--- config.mk ---
export PLATFORM = sky130hd
export DESIGN_NAME = sync_word_detector
export DESIGN_NICKNAME = d
export VERILOG_FILES = /design/src/rtl/sd_pkg.sv /design/src/rtl/sd_ref_align.sv /design/src/rtl/sd_popcount.sv /design/src/rtl/sd_match_eval.sv /design/src/rtl/sync_word_detector.sv
export SDC_FILE = /design/constraint.sdc
export NUM_CORES = 1
export LEC_CHECK = 0
export BUFFER_PORTS_ARGS = -buffer_cell sky130_fd_sc_hd__buf_2
export CAP_MARGIN = 10
export CORE_UTILIZATION = 39
export CTS_CLUSTER_DIAMETER = 120
export DETAILED_ROUTE_END_ITERATION = 8
export PLACE_DENSITY = 0.69
export SYNTH_ARGS = -nofsm -noshare
export SYNTH_HDL_FRONTEND = slang
export SYNTH_SLANG_ARGS = --single-unit
export TNS_END_PERCENT = 100
--- constraint.sdc ---
create_clock -name clk -period 10.93 [get_ports clk]
set_clock_uncertainty 0.05 [all_clocks]
set_input_delay 1.093 -clock clk [delete_from_list [all_inputs] [get_ports clk]]
set_output_delay 1.093 -clock clk [all_outputs]
set_load 0.01 [all_outputs]
--- src/rtl/sd_pkg.sv ---
package sd_pkg;

    // Width of one reference byte / history group
    localparam int unsigned BYTE_W = 8;

    // Number of bits compared for a given length select value
    function automatic int unsigned window_bits(input int unsigned sel);
        return BYTE_W * (sel + 1);
    endfunction

endpackage

--- src/rtl/sd_ref_align.sv ---
// Right-aligns the bytes in use of the reference word and builds the window mask.
module sd_ref_align
    import sd_pkg::*;
#(
    parameter  int unsigned NUM_BYTES = 4,
    localparam int unsigned HIST_W    = BYTE_W * NUM_BYTES,
    localparam int unsigned SEL_W     = (NUM_BYTES > 1) ? $clog2(NUM_BYTES) : 1
) (
    input  logic [HIST_W-1:0] ref_word,
    input  logic [SEL_W-1:0]  len_sel,
    output logic [HIST_W-1:0] ref_aligned,
    output logic [HIST_W-1:0] win_mask
);

    logic [NUM_BYTES-1:0][HIST_W-1:0] cand_ref;
    logic [NUM_BYTES-1:0][HIST_W-1:0] cand_mask;

    // One candidate per selectable length: first byte lands on the window top
    for (genvar k = 0; k < NUM_BYTES; k++) begin : g_len
        localparam int unsigned SHIFT = BYTE_W * (NUM_BYTES - 1 - k);
        localparam int unsigned BITS  = BYTE_W * (k + 1);
        assign cand_ref[k]  = ref_word >> SHIFT;
        assign cand_mask[k] = {HIST_W{1'b1}} >> (HIST_W - BITS);
    end

    always_comb begin
        ref_aligned = '0;
        win_mask    = '0;
        if (int'(len_sel) < NUM_BYTES) begin
            win_mask    = cand_mask[len_sel];
            ref_aligned = cand_ref[len_sel] & cand_mask[len_sel];
        end
    end

endmodule

--- src/rtl/sd_popcount.sv ---
// Counts set bits: per-byte partial sums, then a final sum.
module sd_popcount
    import sd_pkg::*;
#(
    parameter  int unsigned W      = 32,
    localparam int unsigned CW     = $clog2(W + 1),
    localparam int unsigned GROUPS = W / BYTE_W,
    localparam int unsigned GW     = $clog2(BYTE_W + 1)
) (
    input  logic [W-1:0]  vec,
    output logic [CW-1:0] count
);

    logic [GROUPS-1:0][GW-1:0] part;

    for (genvar g = 0; g < GROUPS; g++) begin : g_grp
        logic [GW-1:0] sum_g;
        always_comb begin
            sum_g = '0;
            for (int i = 0; i < BYTE_W; i++) begin
                sum_g = sum_g + GW'(vec[g*BYTE_W + i]);
            end
        end
        assign part[g] = sum_g;
    end

    always_comb begin
        count = '0;
        for (int g = 0; g < GROUPS; g++) begin
            count = count + CW'(part[g]);
        end
    end

endmodule

--- src/rtl/sd_match_eval.sv ---
// Decides whether the candidate history is a hit.
module sd_match_eval
    import sd_pkg::*;
#(
    parameter  int unsigned NUM_BYTES = 4,
    parameter  int unsigned LIM_W     = 2,
    localparam int unsigned HIST_W    = BYTE_W * NUM_BYTES,
    localparam int unsigned SEL_W     = (NUM_BYTES > 1) ? $clog2(NUM_BYTES) : 1,
    localparam int unsigned FILL_W    = $clog2(HIST_W + 1),
    localparam int unsigned CW        = $clog2(HIST_W + 1)
) (
    input  logic [HIST_W-1:0] hist_next,
    input  logic [HIST_W-1:0] ref_aligned,
    input  logic [HIST_W-1:0] win_mask,
    input  logic [SEL_W-1:0]  len_sel,
    input  logic [LIM_W-1:0]  err_limit,
    input  logic [FILL_W-1:0] fill_next,
    output logic              hit
);

    logic [HIST_W-1:0] diff;
    logic [CW-1:0]     err_cnt;
    logic [FILL_W-1:0] need;

    assign diff = (hist_next & win_mask) ^ ref_aligned;

    sd_popcount #(.W(HIST_W)) u_pop (
        .vec   (diff),
        .count (err_cnt)
    );

    always_comb begin
        need = FILL_W'(window_bits(32'(len_sel)));
        hit  = (fill_next >= need) && (err_cnt <= CW'(err_limit));
    end

endmodule

--- src/rtl/sync_word_detector.sv ---
module sync_word_detector
    import sd_pkg::*;
#(
    parameter  int unsigned NUM_BYTES  = 4,
    parameter  int unsigned LIM_W      = 2,
    parameter  bit          ACTIVE_LOW = 1'b0,
    localparam int unsigned HIST_W     = BYTE_W * NUM_BYTES,
    localparam int unsigned SEL_W      = (NUM_BYTES > 1) ? $clog2(NUM_BYTES) : 1,
    localparam int unsigned FILL_W     = $clog2(HIST_W + 1)
) (
    input  logic              clk,
    input  logic              rst_n,
    input  logic              bit_valid,
    input  logic              bit_in,
    input  logic [HIST_W-1:0] ref_word,
    input  logic [SEL_W-1:0]  len_sel,
    input  logic [LIM_W-1:0]  err_limit,
    input  logic              detect_en,
    input  logic              bitsync_en,
    output logic              match_o
);

    typedef struct packed {
        logic [HIST_W-1:0] hist;
        logic [FILL_W-1:0] fill;
        logic              match;
    } det_state_t;

    det_state_t st_d, st_q;

    logic              run;
    logic [HIST_W-1:0] hist_shift;
    logic [FILL_W-1:0] fill_inc;
    logic [HIST_W-1:0] ref_aligned;
    logic [HIST_W-1:0] win_mask;
    logic              hit;

    assign run        = detect_en & bitsync_en;
    assign hist_shift = {st_q.hist[HIST_W-2:0], bit_in};
    assign fill_inc   = (st_q.fill == FILL_W'(HIST_W)) ? st_q.fill : st_q.fill + 1'b1;

    sd_ref_align #(.NUM_BYTES(NUM_BYTES)) u_align (
        .ref_word    (ref_word),
        .len_sel     (len_sel),
        .ref_aligned (ref_aligned),
        .win_mask    (win_mask)
    );

    sd_match_eval #(.NUM_BYTES(NUM_BYTES), .LIM_W(LIM_W)) u_eval (
        .hist_next   (hist_shift),
        .ref_aligned (ref_aligned),
        .win_mask    (win_mask),
        .len_sel     (len_sel),
        .err_limit   (err_limit),
        .fill_next   (fill_inc),
        .hit         (hit)
    );

    always_comb begin
        st_d = st_q;
        if (!run) begin
            st_d.fill  = '0;
            st_d.match = 1'b0;
        end else if (bit_valid) begin
            st_d.hist  = hist_shift;
            st_d.fill  = fill_inc;
            st_d.match = hit;
        end
    end

    always_ff @(posedge clk or negedge rst_n) begin
        if (!rst_n) begin
            st_q <= '0;
        end else begin
            st_q <= st_d;
        end
    end

    assign match_o = st_q.match ^ ACTIVE_LOW;

endmodule

==> key figures <==
Global routing
  – Vias in the first global route: between 2000 and 2500
  – Initial antenna violation count: 0
  – Tot GR Track Use: 0.166
  – First-pass GRT wire length: approximately 11000 um
  – Pin count of the biggest net entering global routing: 39
  – GRT overflow: 0

Synthesis
  – Top cells by area, synth: dfrtp_1, fa_1, mux2_2
  – Mapped cell area: between 3000 and 4000 sq um
  – Top-area cell type share of the netlist area: 0.283
  – Sequential-to-total area share from yosys stat: 0.283
  – Cell count after synthesis: between 300 and 400
  – YS warnings: 0
  – Async S/R FF share, synth: 1.00
  – Post-Syn Nets: 400
  – Synth cell types: 44
  – Post-synth EDFFs: 0
  – Synthesized area per cell: between 10 and 15 sq um
  – Count leader, synth: dfrtp_1
  – Area leader, netlist: dfrtp_1
  – #FFs+latches synth: 38
  – Commonest register cell after synthesis: dfrtp_1
  – Top post-synthesis cells by count: dfrtp_1, nand2_1, inv_1, mux2_2, xnor2_1

Timing
  – Final hold violation count: 0
  – Final setup viols: 0
  – Max-slew headroom: 0.421
  – Final cycle utilization of the critical path: 0.677
  – Sum Neg Setup Slack: 0 ps
  – RSZ-0062 raised after global routing: no
  – Pins Over Slew Limit: 0
  – Achievable frequency: around 140 MHz
  – Final worst setup slack: 3530 ps
  – Actual slew at the worst max-slew pin: between 800 and 900 ps
  – Fin crit period: about 7400 ps

Clock tree
  – Worst-Skew Late Latency: around 290 ps
  – Clk pin slew, worst setup/hold paths: approximately 80 ps
  – Post-CTS sizing: 0
  – Total CTS buffers: 5
  – CTS root buffer: clkbuf_8
  – Clock Tree Buf Depth: 2
  – Clock Sinks: 38
  – H-tree levels: 2
  – Post-CTS Setup Inserts: 0
  – CTS tree: built
  – Hold-fix buffer count after cts: 0

Power
  – Lkg Pwr: around 1.8 nW
  – PD cells: ~330 nW/um^2
  – Worst vdd ir: about 0.00021 V
  – Tot Pwr: around 1.2 mW

Detailed routing
  – Number of vias per cell: ~5.0
  – Routed via count: ~2300
  – WL per Instance: 15.1 um
  – Iteration-0 DRC Markers: 76
  – Pre-Repair DR Iteration Count: 4
  – Post-route ant nets: 0
  – DR DRC count: 0
  – WL final: approximately 7000 um

Worst setup path
  – Setup crit start kind: input pin
  – Slowest stage delay, CP: ~540 ps
  – CP dominant cell by count: fa_1
  – Buf/Inv on CP: 5
  – CP endpoint kind: flop
  – CP max-delay cell: fa_1
  – Kind of cell adding the most delay to the critical path: adder cells
  – CP Max Fanout: 32
  – Crit path required time: between 10000 and 15000 ps
  – Critical-path cell list: buf_2 > inv_1 > a211oi_1 > a21oi_1 > xnor2_1 > fa_1 > fa_1 > fa_1 > fa_1 > fa_1 > inv_1 > fa_1 > ha_1 > inv_1 > fa_1 > inv_1 > ha_1 > nor2b_1 > a2bb2oi_1 > or4_1 > o31ai_2
  – Crit path kind: input pin to flop
  – WP data arrival: between 7000 and 8000 ps

Die
  – Die span in y: 94.7 um
  – Row count: 33
  – Num ports: 43
  – Die Width: roughly 95 um
  – Die area: ~9000 sq um
  – Core Area: between 8000 and 9000 sq um
  – Initial Util: 0.406

Place
  – I/O Buffers: 42
  – Placed Cells: ~450
  – Hpwl dp: roughly 5700 um
  – Routability-driven placement congestion ratio: between 0.8 and 0.9
  – Place WS: roughly 3200 ps

Layout
  – Ant. Diodes: 0
  – Final Non-Filler Cells: ~460
  – Util after Layout: 0.455
  – Final net count: 437
  – Layout cells sized above 1: 0.256
  – Fill cells: 778
  – Synth-to-Final Area Change: 12.0%

Run status
  – Outcome: complete, no violations

Run
  – Reported max-cap violation count: 0

Min path
  – Tightest Hold Check Type: flop to flop
where the power goes:
part	internal (mW)	total [mW]	switching, mW	leakage [nW]
combinational	0.446	0.907	0.462	1.22
clock	0.0974	0.148	0.0510	0.0714
sequential	0.157	0.173	0.0161	0.518
total	0.700	1.23	0.529	1.81
metal layers:
| layer | routed length [um] | global-route usage | up-vias |
|---|---|---|---|
| li1 | - | - | 1129 |
| met1 | 3260 | 0.234 | 1128 |
| met2 | 3250 | 0.258 | 52 |
| met3 | 269 | 0.0233 | 17 |
| met4 | 179 | 0.0631 | 0 |
| met5 | 0 | 0 | - |
state kept, by name, summed over array words and instances, names as in the netlist:
| register | cells |
|---|---|
| hist_shift | 31 |
| st_q | 6 |
| match_o | 1 |
final cells by class:
cell class | count | area, sq um | share of cell area
repair buffers | 43 | 218 | 0.0579
flip-flops and latches | 38 | 951 | 0.253
multi-input cells | 234 | 2190 | 0.583
clock inverters | 2 | 60.1 | 0.0160
well taps | 105 | 131 | 0.0350
inverters | 33 | 124 | 0.0330
clock buffers | 6 | 82.6 | 0.0220
placed cells by master (no fill, tap or decap), types with 3 or more instances in the layout:
cell      instances
a21oi_1           4
xnor2_1          29
a22oi_2           3
mux2_2           32
ha_1             16
nor2b_1           3
fa_1             24
nor2_1            6
nand3_1           4
inv_1            33
mux2i_1          18
buf_2            42
o21ai_1           8
nand2b_1         10
xor2_1            9
clkbuf_8          6
nand2_1          35
mux2_1            5
a22oi_1           3
dfrtp_1          38
worst paths after layout:
check	startpoint	to	slack [ps]	cells after the start
setup / recovery	len_sel[0]	match_o	3530	21
hold / removal	hist_shift[31]	hist_shift[31]	490	1
setup reg to reg	hist_shift[17]	match_o	5000	18
hold reg to reg	hist_shift[31]	hist_shift[31]	490	1
max in group asynchronous	rst_n	hist_shift[8]	9420	1
min in group asynchronous	rst_n	match_o	860	1
cell families (layout without fill, tap and decap cells):
kind of cell | count (synthesis) | after routing | share of synthesized area
mux | 55 | 55 | 0.178
simple gates | 73 | 73 | 0.113
compound gates | 28 | 28 | 0.0601
xor+xnor | 38 | 38 | 0.0992
flops | 38 | 38 | 0.283
fa+ha+maj | 40 | 40 | 0.203
buf+inv | 46 | 84 | 0.0630
per-stage QoR:
step	hold slack (ps)	instance area [sq um]
after floorplan	436	3350
after global placement	466	3620
after detailed placement	472	3620
after CTS	490	3760
after global routing	530	3760
final	486	3760
Power figures use the tool's default switching activity.
